**config.mk**
```make
export PLATFORM = sky130hd
export DESIGN_NAME = io_xlate
export DESIGN_NICKNAME = d
export VERILOG_FILES = /design/src/rtl/io_xlate_pkg.sv /design/src/rtl/io_xlate_regs.sv /design/src/rtl/io_xlate_window.sv /design/src/rtl/io_xlate_cache.sv /design/src/rtl/io_xlate.sv
export SDC_FILE = /design/constraint.sdc
export NUM_CORES = 1
export LEC_CHECK = 0
export BUFFER_PORTS_ARGS = -buffer_cell sky130_fd_sc_hd__buf_4
export CORE_ASPECT_RATIO = 1.25
export CORE_MARGIN = 3
export CORE_UTILIZATION = 56
export CTS_CLUSTER_DIAMETER = 120
export DETAILED_ROUTE_END_ITERATION = 10
export PLACE_DENSITY = 0.95
export SYNTH_ARGS = -nofsm -noshare
export SYNTH_HDL_FRONTEND = slang
export SYNTH_SLANG_ARGS = --single-unit
```
**constraint.sdc**
```tcl
create_clock -name clk -period 5.85 [get_ports clk]
set_clock_uncertainty 0.2 [all_clocks]
set_input_delay 0.2925 -clock clk [delete_from_list [all_inputs] [get_ports clk]]
set_output_delay 0.2925 -clock clk [all_outputs]
set_load 0.03 [all_outputs]
```
**src/rtl/io_xlate_pkg.sv**
```systemverilog
package io_xlate_pkg;
  localparam int VA_W     = 32;
  localparam int PA_W     = 41;
  localparam int ENT_W    = 64;
  localparam int PG_SH    = 13;
  localparam int SIZE_W   = 3;
  localparam int MIN_LOG  = 10;   // log2 of smallest table entry count
  localparam int ENT_SH   = 3;    // log2 of entry bytes
  localparam int REG_AW   = 2;

  localparam int E_VALID  = 63;
  localparam int E_WRITE  = 1;

  typedef enum logic [1:0] {
    FLT_NONE    = 2'd0,
    FLT_RANGE   = 2'd1,
    FLT_INVALID = 2'd2,
    FLT_WPROT   = 2'd3
  } fault_e;

  typedef enum logic [1:0] {
    ST_IDLE  = 2'd0,
    ST_FETCH = 2'd1,
    ST_WAIT  = 2'd2,
    ST_RESP  = 2'd3
  } state_e;

  typedef struct packed {
    logic [SIZE_W-1:0] size;
    logic              big_pg;
    logic              diag;
    logic              en;
  } ctrl_t;
endpackage

```
**src/rtl/io_xlate_regs.sv**
```systemverilog
module io_xlate_regs
  import io_xlate_pkg::*;
#(
  parameter int AW   = REG_AW,
  parameter int DW   = ENT_W,
  parameter int PAW  = PA_W,
  parameter int PGS  = PG_SH,
  parameter int SZW  = SIZE_W
) (
  input  logic           clk,
  input  logic           rst_n,
  input  logic           wr_en,
  input  logic [AW-1:0]  addr,
  input  logic [DW-1:0]  wdata,
  output logic [DW-1:0]  rdata,
  output ctrl_t          ctrl,
  output logic [PAW-PGS-1:0] tbase,
  output logic           cfg_kill
);
  localparam logic [AW-1:0] RA_CTRL  = AW'(0);
  localparam logic [AW-1:0] RA_BASE  = AW'(1);
  localparam logic [AW-1:0] RA_FLUSH = AW'(2);
  localparam int SZ_LSB = 16;

  logic unused_wdata;
  assign unused_wdata = ^{wdata[DW-1:PAW], wdata[PGS-1:SZW]};

  always_ff @(posedge clk or negedge rst_n) begin
    if (!rst_n) begin
      ctrl  <= '0;
      tbase <= '0;
    end else if (wr_en) begin
      if (addr == RA_CTRL) begin
        ctrl.en     <= wdata[0];
        ctrl.diag   <= wdata[1];
        ctrl.big_pg <= wdata[2];
        ctrl.size   <= wdata[SZ_LSB +: SZW];
      end else if (addr == RA_BASE) begin
        tbase <= wdata[PAW-1:PGS];
      end
    end
  end

  assign cfg_kill = wr_en &&
                    (addr == RA_CTRL || addr == RA_BASE || addr == RA_FLUSH);

  always_comb begin
    rdata = '0;
    if (addr == RA_CTRL) begin
      rdata[0] = ctrl.en;
      rdata[1] = ctrl.diag;
      rdata[2] = ctrl.big_pg;
      rdata[SZ_LSB +: SZW] = ctrl.size;
    end else if (addr == RA_BASE) begin
      rdata[PAW-1:PGS] = tbase;
    end
  end

  assert_reset_ctrl_R1: assert property (@(posedge clk) disable iff (!rst_n)
    (!wr_en && $stable(rst_n)) |=> $stable(ctrl));
endmodule

```
**src/rtl/io_xlate_window.sv**
```systemverilog
module io_xlate_window
  import io_xlate_pkg::*;
#(
  parameter int VAW  = VA_W,
  parameter int PAW  = PA_W,
  parameter int PGS  = PG_SH,
  parameter int SZW  = SIZE_W,
  parameter int MINL = MIN_LOG,
  parameter int ESH  = ENT_SH
) (
  input  logic [SZW-1:0]     size,
  input  logic [VAW-1:0]     vaddr,
  input  logic [PAW-PGS-1:0] tbase,
  output logic               below,
  output logic [PAW-1:0]     fetch_addr
);
  localparam int NSIZE  = 1 << SZW;
  localparam int SLOT_W = VAW - PGS;
  localparam int MIN_SH = PGS + MINL;
  localparam logic [VAW-1:0] ALL1 = '1;

  logic [VAW-1:0] win_tab [NSIZE];
  logic [VAW-1:0] win_base;
  logic [VAW-1:0] offs;
  logic [SLOT_W-1:0] slot;
  logic unused_offs;

  for (genvar g = 0; g < NSIZE; g++) begin : g_win
    assign win_tab[g] = ALL1 << (MIN_SH + g);
  end

  assign win_base    = win_tab[size];
  assign below       = vaddr < win_base;
  assign offs        = vaddr - win_base;
  assign slot        = offs[VAW-1:PGS];
  assign unused_offs = ^offs[PGS-1:0];
  assign fetch_addr  = {tbase, {PGS{1'b0}}} + PAW'({slot, {ESH{1'b0}}});
endmodule

```
**src/rtl/io_xlate_cache.sv**
```systemverilog
module io_xlate_cache
  import io_xlate_pkg::*;
#(
  parameter int TAG_W = VA_W - PG_SH,
  parameter int EW    = ENT_W
) (
  input  logic             clk,
  input  logic             rst_n,
  input  logic             kill,
  input  logic             fill,
  input  logic [TAG_W-1:0] fill_tag,
  input  logic [EW-1:0]    fill_entry,
  input  logic [TAG_W-1:0] look_tag,
  output logic             hit,
  output logic [EW-1:0]    hit_entry
);
  logic             valid_q;
  logic [TAG_W-1:0] tag_q;
  logic [EW-1:0]    entry_q;

  always_ff @(posedge clk or negedge rst_n) begin
    if (!rst_n) begin
      valid_q <= 1'b0;
      tag_q   <= '0;
      entry_q <= '0;
    end else if (kill) begin
      valid_q <= 1'b0;
    end else if (fill) begin
      valid_q <= 1'b1;
      tag_q   <= fill_tag;
      entry_q <= fill_entry;
    end
  end

  assign hit       = valid_q && (tag_q == look_tag);
  assign hit_entry = entry_q;

  assert_flush_drops_R8: assert property (@(posedge clk) disable iff (!rst_n)
    kill |=> !hit);
endmodule

```
**src/rtl/io_xlate.sv**
```systemverilog
module io_xlate
  import io_xlate_pkg::*;
#(
  parameter int VAW = VA_W,
  parameter int PAW = PA_W,
  parameter int EW  = ENT_W,
  parameter int PGS = PG_SH,
  parameter int AW  = REG_AW
) (
  input  logic           clk,
  input  logic           rst_n,
  input  logic           reg_wr_en,
  input  logic [AW-1:0]  reg_addr,
  input  logic [EW-1:0]  reg_wdata,
  output logic [EW-1:0]  reg_rdata,
  input  logic           req_valid,
  output logic           req_ready,
  input  logic [VAW-1:0] req_vaddr,
  input  logic           req_write,
  output logic           rsp_valid,
  input  logic           rsp_ready,
  output logic [PAW-1:0] rsp_paddr,
  output logic [1:0]     rsp_fault,
  output logic           mem_req_valid,
  input  logic           mem_req_ready,
  output logic [PAW-1:0] mem_req_addr,
  input  logic           mem_rsp_valid,
  input  logic [EW-1:0]  mem_rsp_data
);
  localparam int TAG_W = VAW - PGS;
  localparam int TB_W  = PAW - PGS;

  ctrl_t           ctrl;
  logic [TB_W-1:0] tbase;
  logic            cfg_kill;
  logic            below;
  logic [PAW-1:0]  fetch_addr;
  logic            hit;
  logic [EW-1:0]   hit_entry;
  logic            fill;

  state_e          state;
  logic [VAW-1:0]  cur_va;
  logic            cur_wr;
  logic            stale;
  logic [PAW-1:0]  mem_addr_q;
  logic [PAW-1:0]  pa_q;
  fault_e          flt_q;

  logic [EW-1:0]   ev_entry;
  logic [VAW-1:0]  ev_va;
  logic            ev_wr;
  fault_e          ev_fault;
  logic [PAW-1:0]  ev_pa;

  io_xlate_regs #(.AW(AW), .DW(EW), .PAW(PAW), .PGS(PGS)) u_regs (
    .clk(clk), .rst_n(rst_n), .wr_en(reg_wr_en), .addr(reg_addr),
    .wdata(reg_wdata), .rdata(reg_rdata), .ctrl(ctrl), .tbase(tbase),
    .cfg_kill(cfg_kill)
  );

  io_xlate_window #(.VAW(VAW), .PAW(PAW), .PGS(PGS)) u_win (
    .size(ctrl.size), .vaddr(req_vaddr), .tbase(tbase),
    .below(below), .fetch_addr(fetch_addr)
  );

  io_xlate_cache #(.TAG_W(TAG_W), .EW(EW)) u_cache (
    .clk(clk), .rst_n(rst_n), .kill(cfg_kill), .fill(fill),
    .fill_tag(cur_va[VAW-1:PGS]), .fill_entry(ev_entry),
    .look_tag(req_vaddr[VAW-1:PGS]), .hit(hit), .hit_entry(hit_entry)
  );

  // entry evaluation shared by the cache-hit path and the memory path
  assign ev_entry = (state == ST_WAIT) ? mem_rsp_data : hit_entry;
  assign ev_va    = (state == ST_IDLE) ? req_vaddr : cur_va;
  assign ev_wr    = (state == ST_IDLE) ? req_write : cur_wr;

  always_comb begin
    ev_fault = FLT_NONE;
    ev_pa    = {ev_entry[PAW-1:PGS], ev_va[PGS-1:0]};
    if (!ev_entry[E_VALID]) begin
      ev_fault = FLT_INVALID;
      ev_pa    = '0;
    end else if (ev_wr && !ev_entry[E_WRITE]) begin
      ev_fault = FLT_WPROT;
      ev_pa    = '0;
    end
  end

  assign fill = (state == ST_WAIT) && mem_rsp_valid && (ev_fault == FLT_NONE)
                && !stale && !cfg_kill;

  always_ff @(posedge clk or negedge rst_n) begin
    if (!rst_n) begin
      state      <= ST_IDLE;
      cur_va     <= '0;
      cur_wr     <= 1'b0;
      stale      <= 1'b0;
      mem_addr_q <= '0;
      pa_q       <= '0;
      flt_q      <= FLT_NONE;
    end else begin
      if (cfg_kill && state != ST_IDLE) stale <= 1'b1;
      case (state)
        ST_IDLE: begin
          if (req_valid) begin
            cur_va <= req_vaddr;
            cur_wr <= req_write;
            stale  <= cfg_kill;
            if (!ctrl.en) begin
              pa_q  <= PAW'(req_vaddr);
              flt_q <= FLT_NONE;
              state <= ST_RESP;
            end else if (below) begin
              pa_q  <= '0;
              flt_q <= FLT_RANGE;
              state <= ST_RESP;
            end else if (hit) begin
              pa_q  <= ev_pa;
              flt_q <= ev_fault;
              state <= ST_RESP;
            end else begin
              mem_addr_q <= fetch_addr;
              state      <= ST_FETCH;
            end
          end
        end
        ST_FETCH: if (mem_req_ready) state <= ST_WAIT;
        ST_WAIT: begin
          if (mem_rsp_valid) begin
            pa_q  <= ev_pa;
            flt_q <= ev_fault;
            state <= ST_RESP;
          end
        end
        ST_RESP: if (rsp_ready) state <= ST_IDLE;
        default: state <= ST_IDLE;
      endcase
    end
  end

  assign req_ready     = (state == ST_IDLE);
  assign rsp_valid     = (state == ST_RESP);
  assign rsp_paddr     = pa_q;
  assign rsp_fault     = flt_q;
  assign mem_req_valid = (state == ST_FETCH);
  assign mem_req_addr  = mem_addr_q;

  assert_busy_blocks_R9: assert property (@(posedge clk) disable iff (!rst_n)
    (rsp_valid || mem_req_valid) |-> !req_ready);

  assert_rsp_hold_R9: assert property (@(posedge clk) disable iff (!rst_n)
    (rsp_valid && !rsp_ready) |=> (rsp_valid && $stable(rsp_paddr) && $stable(rsp_fault)));

  assert_memreq_hold_R4: assert property (@(posedge clk) disable iff (!rst_n)
    (mem_req_valid && !mem_req_ready) |=> (mem_req_valid && $stable(mem_req_addr)));

  assert_fault_zero_pa_R5: assert property (@(posedge clk) disable iff (!rst_n)
    (rsp_valid && rsp_fault != 2'd0 && ctrl.en) |-> (rsp_paddr == '0));
endmodule

```
==> results.yml, run 1 <==
final_layout:
  syn2layout_area_growth_pct: 31.58
  final_common_cell: "buf_4"
  num-nets-final: 1363
  nFillCells: 971
  multi_input_area_um2: 4800
  final_cell_mix: "buf_4, dfrtp_1, mux2_2"
  seq_area_um2: 5030
  drive_gt1_frac: 0.3733
  antenna-diode-count: 0
place:
  port_buffers: 217
  dp_hpwl_mm: 18.51
  routabilityCongestion: 0.8832
clocking:
  clock-sinks: 201
  clk_pin_slew_worst_paths_ns: 0.06
  cts_tree: "built"
  postCtsSetupRepairBufs: 0
  cts-root-buf: "clkbuf_16"
  insertion_delay_ns: 0.50
  numCtsBuffers: 20
  h-tree-depth: 1
  cts.path.max_buffers: 3
power:
  power_density_nw_per_um2: 439.9
  leakage_uw: 0.006698
  peakVddDrop_uv: 265.7
global_route:
  grt-ovfl-total: 0
  grt_pass1_wl_mm: 48.36
  grt_use_total: 0.3018
  grt_pass1_vias: 8935
  antenna_found_initial: 0
  grt_max_degree: 82
yosys:
  ys_ff_latch: 201
  netlist_instances: 872
  ys.flop_type: "dfrtp_1"
  yosysSeqAreaShare: 0.4882
  async_flop_share: 1.000
  syn_area_um2: 10300
  yosys.cell_types.count: 55
  syn_avg_cell_area_um2: 11.81
  yosys_warnings: 0
  synth_edf_count: 0
worst_setup_path:
  crit_path_top_delay_cell: "dfrtp_1"
  cp.required_ns: 6.03
  r2r-end: "mem_req_addr[35]$_DFFE_PN0P_"
  cp_max_fo: 7
  end_kind: "register"
  r2r_start: "u_regs.ctrl[4]$_DFFE_PN0P_"
  worst_setup_path_start_kind: "register"
  critical_path_class: "reg2reg"
  cp.arrival_ns: 4.90
  cp_cell_sequence: "or2_2, nor2_1, ha_1, fa_1, nor2b_1, o21ai_0, a21boi_0, o21ai_0, nand2_1, xor2_1, ha_1, a21boi_0, o2111ai_1, a211oi_1, xor2_1, mux2_2"
  rrSetupSlack_ns: 1.13
  critPathMaxStageDelay_ns: 0.47
  cp_top_family: "compound AO/OA/AOI/OAI gates"
  r2r_cells: 16
  cp_num_buf_inv: 0
floorplan:
  pin_count: 321
  fp.dieH_um: 157.6
  dieWidth_um: 127.3
  coreArea_um2: 17770
  die_area_um2: 20070
  rows: 54
  initial_core_util: 0.5798
detailed_routing:
  drc: 0
  vias: 8473
  wl_per_cell_um: 21.92
  routed_via_density: 6.018
  final_antenna_net_count: 0
  wirelength_mm: 30.87
  firstDrtPassIters: 7
  drtIter0Drc: 875
worst_hold_path:
  whs_path_depth: 4
  hp-start: "mem_rsp_data[63]"
  whs_endpoint: "rsp_fault[0]$_DFFE_PN0P_"
  hold_class: "in2reg"
timing:
  fin_crit_sh: 0.8076
  finalSetupTns_ns: 0
  worstMarginPinSlew_ns: 1.336
  final_max_slew_viol_count: 0
  rsz0062_at_grt: "false"
  hold_viol: 0
  slew_headroom: 0.1051
  hold_slack_ns: 0.06652
  max_freq_mhz: 211.7
  fin_crit_ns: 4.724
  setup_violations: 0
run:
  drv_cap: 0
run_status:
  outcome: "finished, final reports clean"
==> kinds of logic after synthesis <==
family / count (synthesis) / synth area share
other: 1 / 0.0003640
adders and majority gates: 22 / 0.02818
and+or+nand+nor: 154 / 0.07494
AOI/OAI and AO/OA: 132 / 0.09339
buffers and inverters: 116 / 0.05963
DFF: 201 / 0.4882
xor gates and xnor gates: 40 / 0.03401
muxes: 206 / 0.2213
==> state kept, by name, indices dropped and copies added (netlist names), 2 cells and up <==
name	flops
rsp_paddr	41
mem_req_addr	38
cur_va	32
u_cache.hit_entry	30
u_regs.tbase	28
u_cache.tag_q	19
u_regs.ctrl	6
rsp_fault	2
state	2
==> per-stage QoR <==
| step | total power [µW] | cells | instance area (µm²) | utilization | worst slack, ns |
|---|---|---|---|---|---|
| floorplan | 3810 | 907 | 10430 | - | 1.904 |
| global placement | 4394 | 1277 | 11940 | 0.6722 | 1.426 |
| detailed placement | 4527 | 1277 | 11940 | 0.6722 | 1.285 |
| CTS | 5875 | 1408 | 13560 | 0.7629 | 1.184 |
| global route | 6242 | 1408 | 13560 | 0.7629 | 0.7986 |
| finish | 5963 | 1408 | 13560 | 0.7629 | 1.126 |
==> cell type report <==
cell class                 instances  area share
tap                              224     0.02068
inverter                          37     0.01025
clock inverter                     7    0.002861
sequential                       201      0.3711
multi-input combinational        590      0.3541
timing repair buffer             321      0.1960
clock buffer                      28     0.04514
==> per-layer routing <==
layer | vias to the layer above | wire length [µm] | track usage
li1 | 3648 | - | -
met1 | 4176 | 10580 | 0.3373
met2 | 517 | 16370 | 0.5586
met3 | 132 | 2439 | 0.05231
met4 | 0 | 1483 | 0.1385
met5 | - | 0 | 0
==> cells in the mapped netlist (14+ instances only) <==
master      n  share of area
clkbuf_1   25         0.0091
a222oi_1   19          0.018
buf_2      14         0.0068
inv_1      37          0.013
mux2_2    174           0.19
and2_1     33          0.020
nor2_1     31          0.011
mux2i_1    32          0.031
o21ai_0    15         0.0073
a21oi_1    33          0.016
nand2_1    44          0.016
xor2_1     26          0.022
dfrtp_1   201           0.49
buf_4      37          0.027
xnor2_1    14          0.012
ha_1       20          0.024
nand3_1    14         0.0068
==> power breakdown <==
group / internal (µW) / switching (µW) / total, µW
clock network: 730 / 551 / 1280
logic: 1100 / 1440 / 2540
registers: 1820 / 321 / 2140
total: 3660 / 2310 / 5960
==> worst max-delay path by stage <==
stage,endpoint,cells past startpoint,from
final,mem_req_addr[35]$_DFFE_PN0P_,16,u_regs.ctrl[4]$_DFFE_PN0P_
after global routing,mem_req_addr[35]$_DFFE_PN0P_,16,u_regs.ctrl[4]$_DFFE_PN0P_
after CTS,mem_req_addr[35]$_DFFE_PN0P_,16,u_regs.ctrl[4]$_DFFE_PN0P_
after detailed placement,mem_req_addr[35]$_DFFE_PN0P_,16,u_regs.ctrl[4]$_DFFE_PN0P_
after global placement,mem_req_addr[27]$_DFFE_PN0P_,14,u_regs.ctrl[4]$_DFFE_PN0P_
after floorplan,mem_req_addr[35]$_DFFE_PN0P_,17,u_regs.ctrl[4]$_DFFE_PN0P_
==> timing repair <==
item | in CTS | in global routing
resized for setup | 0 | 0
hold buffers | 96 | 0
endpoints found under the hold margin | 184 | 0
==> worst min-delay path: cells and delay by family <==
family / cells / cell delay (ns)
compound gates: 2 / 0.19
buf+inv: 1 / 0.09
mux: 1 / 0.15
Power figures use the tool's default switching activity.
==> run 2: changes to the inputs <==
- ABC_AREA: not set -> 1
- CORE_UTILIZATION: 56 -> 53
- PLACE_DENSITY: 0.95 -> 0.91
- clock period: 5.85 -> 4.6 ns (I/O delays scaled with it)
==> results.yml, run 2 <==
final_layout:
  num-nets-final: 2083
  nFillCells: 1578
  drive_gt1_frac: 0.1477
  largest_reg_flops: 41
  syn2layout_area_growth_pct: 27.44
  final_common_cell: "nand2_1"
  finish.instance_area_um2: 14810
  final_cell_mix: "nand2_1, buf_4, dfrtp_1"
timing:
  worstMarginPinSlew_ns: 1.147
  fin_crit_sh: 0.8719
  fin_crit_ns: 4.011
  slew_headroom: 0.2338
  finalWorstSetupSlack_ns: 0.5894
  setup_violations: 0
  hold_viol: 0
  rsz0062_at_grt: "false"
  final_max_slew_viol_count: 0
  max_freq_mhz: 249.3
  hold_slack_ns: 0.05343
  finalSetupTns_ns: 0
yosys:
  synth_edf_count: 0
  synth_commonest_cells: "nand2_1, dfrtp_1, nor2_1"
  ys_ff_latch: 201
  yosysSeqAreaShare: 0.4329
  syn_area_um2: 11620
  netlist_instances: 1616
  ys.flop_type: "dfrtp_1"
  yosys-top-cells-area: "dfrtp_1, nand2_1, nor2_1"
  yosysMostFrequentCell: "nand2_1"
  syn_avg_cell_area_um2: 7.191
  yosys_warnings: 0
  synth_top_cell_by_area: "dfrtp_1"
  yosys.cell_types.count: 40
  async_flop_share: 1.000
  yosysTopAreaCellShare: 0.4329
clocking:
  postCtsSetupRepairBufs: 0
  h-tree-depth: 1
  cts-hold-fix-buffers: 98
  cts.path.max_buffers: 3
  cts-root-buf: "clkbuf_16"
  cts_tree: "built"
  clock-sinks: 201
  numCtsBuffers: 21
  clk_pin_slew_worst_paths_ns: 0.06
  cts_resized: 0
  insertion_delay_ns: 0.50
power:
  peakVddDrop_uv: 440.6
  p_sw_frac: 0.4465
  pwr-share-seq: 0.330
  p_int_uw: 4624
  p_comb_frac: 0.465
  total_power_uw: 8355
  p_sw_uw: 3731
  p_clk_frac: 0.205
  power_density_nw_per_um2: 564.2
  leakage_uw: 0.008128
detailed_routing:
  vias: 11907
  routed_via_density: 5.467
  firstDrtPassIters: 6
  drtIter0Drc: 901
  wirelength_mm: 37.06
  final_antenna_net_count: 0
  drc: 0
  wl_per_cell_um: 17.02
worst_hold_path:
  whs_path_depth: 4
  hold_class: "in2reg"
  hp-start: "rsp_ready"
  whs_endpoint: "state[0]$_DFFE_PN0P_"
worst_setup_path:
  cp.arrival_ns: 4.24
  worst_setup_path_start_kind: "register"
  rrSetupSlack_ns: 0.59
  critPathMaxStageDelay_ns: 0.42
  r2r_start: "u_regs.ctrl[5]$_DFFE_PN0P_"
  cp_top_family: "simple AND/OR/NAND/NOR gates"
  end_kind: "register"
  crit_path_top_delay_cell: "dfrtp_1"
  cp.required_ns: 4.83
  r2r-end: "mem_req_addr[26]$_DFFE_PN0P_"
  cp_max_fo: 5
  cp_num_buf_inv: 2
  r2r_cells: 19
  critical_path_class: "reg2reg"
  startpoint: "u_regs.ctrl[5]$_DFFE_PN0P_"
  cp_cell_sequence: "nor2_1, inv_1, nor2_1, ha_1, fa_1, o21ai_0, a21oi_1, o21ai_0, xor2_1, inv_1, ha_1, nand2_1, nor2_1, nand3_1, nand3_1, nand3_1, nand2_1, nand4_1, nand2_1"
floorplan:
  initial_core_util: 0.5485
  dieWidth_um: 138.4
  rows: 59
  coreArea_um2: 21190
  pin_count: 321
  die_area_um2: 23750
  fp.dieH_um: 171.5
global_route:
  grt_use_total: 0.3033
  grt-ovfl-total: 0
  grt_pass1_vias: 11899
  grt_pass1_wl_mm: 59.69
  antenna_found_initial: 0
  grt_max_degree: 121
run_status:
  outcome: "finished, final reports clean"
place:
  routabilityCongestion: 0.9820
  port_buffers: 217
  placed_cell_area_um2: 13160
  dp_hpwl_mm: 23.76
  dp_slack_ns: 0.6329
run:
  drv_cap: 0
[run 2: changes by cell type after synthesis, sizes merged, moves of 29 or more]
| cell | delta |
|---|---|
| buf | +29 |
| o21ai | +102 |
| nand3 | +107 |
| nand2 | +524 |
| nand4 | +43 |
| inv | +129 |
| and2 | -33 |
| mux2 | -174 |
| nor2 | +136 |
[run 2: how the worst max path moves through the flow]
stage                                               to  slack, ns  depth (start not counted)
final                     mem_req_addr[26]$_DFFE_PN0P_       0.59                         19
after global routing      mem_req_addr[29]$_DFFE_PN0P_       0.20                         19
after CTS                 mem_req_addr[27]$_DFFE_PN0P_       0.61                         19
after floorplan           mem_req_addr[39]$_DFFE_PN0P_       1.25                         20
after detailed placement  mem_req_addr[27]$_DFFE_PN0P_       0.63                         19
after global placement    mem_req_addr[29]$_DFFE_PN0P_       0.79                         19
[run 2: logic make-up after synthesis]
| group | share of synthesized area |
|---|---|
| AND/OR/NAND/NOR | 0.3284 |
| multiplexers | 0.01723 |
| flip-flops | 0.4329 |
| adder cells (fa/ha/maj) | 0.02498 |
| buffers and inverters | 0.1117 |
| other | 0.0003227 |
| AO/OA/AOI/OAI | 0.07322 |
| XOR/XNOR | 0.01131 |
[run 2: per-layer routing]
layer	vias to the layer above	GRT usage	part of all wire
met4	0	0.1238	0.043
met5	-	0	0
li1	5569	-	-
met2	641	0.5590	0.51
met3	124	0.04644	0.074
met1	5573	0.3553	0.37
[run 2: worst reg2reg max path: stages (launching register included)]
cell and delay (ns):
dfrtp_1 0.42, nor2_1 0.11, inv_1 0.09, nor2_1 0.05
ha_1 0.22, fa_1 0.42, o21ai_0 0.42, a21oi_1 0.12
o21ai_0 0.21, xor2_1 0.18, inv_1 0.06, ha_1 0.36
nand2_1 0.12, nor2_1 0.21, nand3_1 0.13, nand3_1 0.20
nand3_1 0.10, nand2_1 0.14, nand4_1 0.10, nand2_1 0.09
[run 2: cell type report]
type / count / area (µm²) / share of cell area
Clock inverter: 6 / 82.58 / 0.005577
Multi-Input combinational cell: 1173 / 5431 / 0.3668
Clock buffer: 29 / 585.6 / 0.03954
Sequential cell: 201 / 5030 / 0.3397
Timing Repair Buffer: 327 / 2706 / 0.1828
Tap cell: 274 / 342.8 / 0.02315
Inverter: 167 / 626.9 / 0.04233
Antenna cell: 1 / 2.502 / 0.0001690
[run 2: power groups by stage]
stage | combinational (µW) | clock, µW | sequential, µW
2_1_floorplan | 2320 | 0 | 3070
3_3_place_gp | 3610 | 0 | 2720
3_5_place_dp | 3700 | 0 | 2750
4_1_cts | 3810 | 1720 | 2730
5_1_grt | 4270 | 1790 | 2810
6_report | 3890 | 1710 | 2750
[run 2: metrics by stage]
step	cells	utilization
floorplan	1651	-
global placement	2044	0.6210
detailed placement	2044	0.6210
CTS	2177	0.6988
global route	2177	0.6988
finish	2178	0.6989
==> run 3: changes to the inputs <==
- CAP_MARGIN: not set -> 20
- clock period: 4.6 -> 4.4 ns (I/O delays scaled with it)
==> results.yml, run 3 (same netlist as run 2, synthesis figures left out) <==
worst_setup_path:
  cp_num_buf_inv: 2
  cp_common_cell: "nand2_1"
  cp_max_fo: 6
  worst_setup_path_start_kind: "register"
  cp.arrival_ns: 4.12
  critical_path_class: "reg2reg"
  cp_top_family: "simple AND/OR/NAND/NOR gates"
  r2r_start: "u_regs.ctrl[5]$_DFFE_PN0P_"
  critPathMaxStageDelay_ns: 0.42
  crit_path_top_delay_cell: "dfrtp_1"
  end_kind: "register"
  startpoint: "u_regs.ctrl[5]$_DFFE_PN0P_"
  cp_cell_sequence: "nor2_1, inv_1, nor2_1, ha_1, fa_1, o21ai_0, nand4_1, o211ai_1, xor2_1, inv_1, ha_1, nand2_1, nor2_1, nand3_1, nand3_1, nand2_1, nand2_1, nand2_1, nand4_1, nand2_1"
  cp.required_ns: 4.58
global_route:
  grt_max_degree: 76
  grt_pass1_wl_mm: 58.73
  antenna_found_initial: 0
  grt_pass1_vias: 11811
  grt-ovfl-total: 0
  grt_use_total: 0.2997
timing:
  fin_crit_sh: 0.8946
  setup_violations: 0
  finalSetupTns_ns: 0
  slew_headroom: 0.4235
  fin_crit_ns: 3.936
  worstMarginPinSlew_ns: 0.8647
  finalWorstSetupSlack_ns: 0.4636
  hold_slack_ns: 0.03979
  final_max_slew_viol_count: 0
  hold_viol: 0
  max_freq_mhz: 254.0
  rsz0062_at_grt: "false"
clocking:
  numCtsBuffers: 21
  cts.path.max_buffers: 3
  cts-hold-fix-buffers: 97
  h-tree-depth: 1
  clock-sinks: 201
  cts_resized: 0
  postCtsSetupRepairBufs: 0
  cts_tree: "built"
  clk_pin_slew_worst_paths_ns: 0.06
  insertion_delay_ns: 0.50
  cts-root-buf: "clkbuf_16"
place:
  dp_slack_ns: 0.5060
  dp_hpwl_mm: 23.90
  placed_cell_area_um2: 13180
  port_buffers: 217
  routabilityCongestion: 0.9680
floorplan:
  die_area_um2: 23750
  initial_core_util: 0.5485
  fp.dieH_um: 171.5
  rows: 59
  coreArea_um2: 21190
  pin_count: 321
  dieWidth_um: 138.4
detailed_routing:
  vias: 11844
  firstDrtPassIters: 8
  final_antenna_net_count: 0
  wirelength_mm: 36.63
  drc: 0
  routed_via_density: 5.438
  wl_per_cell_um: 16.82
  drtIter0Drc: 944
final_layout:
  finish.instance_area_um2: 14840
  syn2layout_area_growth_pct: 27.72
  drive_gt1_frac: 0.1503
  final_cell_mix: "nand2_1, buf_4, dfrtp_1"
  num-nets-final: 2084
  final_common_cell: "nand2_1"
  largest_reg_flops: 41
worst_hold_path:
  hp-start: "rsp_ready"
  hold_class: "in2reg"
power:
  power_density_nw_per_um2: 588.3
  peakVddDrop_uv: 400.9
  leakage_uw: 0.008140
run_status:
  outcome: "finished, final reports clean"
run:
  drv_cap: 0
-- run 3: cell count changes in the layout (fill, tap and decap cells not counted) --
cell,previous run,this run
clkbuf_1,5,1
dlygate4sd3_1,98,97
clkinv_4,0,1
clkinvlp_4,1,3
buf_12,0,1
clkbuf_8,4,2
clkinv_2,3,4
buf_16,0,1
inv_6,0,1
-- run 3: through the flow --
| step | std cells | utilization | power, µW |
|---|---|---|---|
| after floorplan | 1651 | - | 5633 |
| after global placement | 2045 | 0.6219 | 6638 |
| after detailed placement | 2045 | 0.6219 | 6763 |
| after CTS | 2176 | 0.6990 | 8634 |
| after global routing | 2177 | 0.7003 | 9304 |
| final | 2178 | 0.7005 | 8730 |
-- run 3: worst register-to-register path: cells and delay by family, from the launching register on --
family / cells / cell delay, ns
simple gates: 12 / 1.41
xor+xnor: 1 / 0.17
compound gates: 2 / 0.53
flops: 1 / 0.42
fa+ha+maj: 3 / 0.97
buf+inv: 2 / 0.14
-- run 3: routing by layer --
metal  up-vias  global-route usage  part of all wire
met2       638              0.5401              0.50
met5         -                   0                 0
li1       5577                   -                 -
met4         0              0.1457             0.047
met3       140             0.04755             0.082
met1      5489              0.3507              0.37
-- run 3: cell type report --
cell class                      instances  area [µm²]
Clock buffer                           23       543.0
Sequential cell                       201        5030
Antenna cell                            1       2.502
Inverter                              167       626.9
Fill cell                            1567        6346
Timing Repair Buffer                  328        2744
Multi-Input combinational cell       1173        5431
Clock inverter                         11       120.1
Tap cell                              274       342.8
-- run 3: final timing paths --
path	end	slack, ns	cells past startpoint
worst min-delay path	state[0]$_DFFE_PN0P_	0.04	4
max in group asynchronous	mem_req_addr[20]$_DFFE_PN0P_	2.79	3
min in group asynchronous	u_cache.hit_entry[38]$_DFFE_PN0P_	0.11	2
worst min register to register	u_cache.hit_entry[63]$_DFFE_PN0P_	0.26	2
worst max-delay path	mem_req_addr[32]$_DFFE_PN0P_	0.46	20
worst max register to register	mem_req_addr[32]$_DFFE_PN0P_	0.46	20
-- run 3: power by group --
part	internal, µW	total [µW]	switching, µW	leakage [µW]
clock	1010	1760	752	0.000320
combinational	1340	4090	2750	0.00526
sequential	2470	2880	407	0.00256
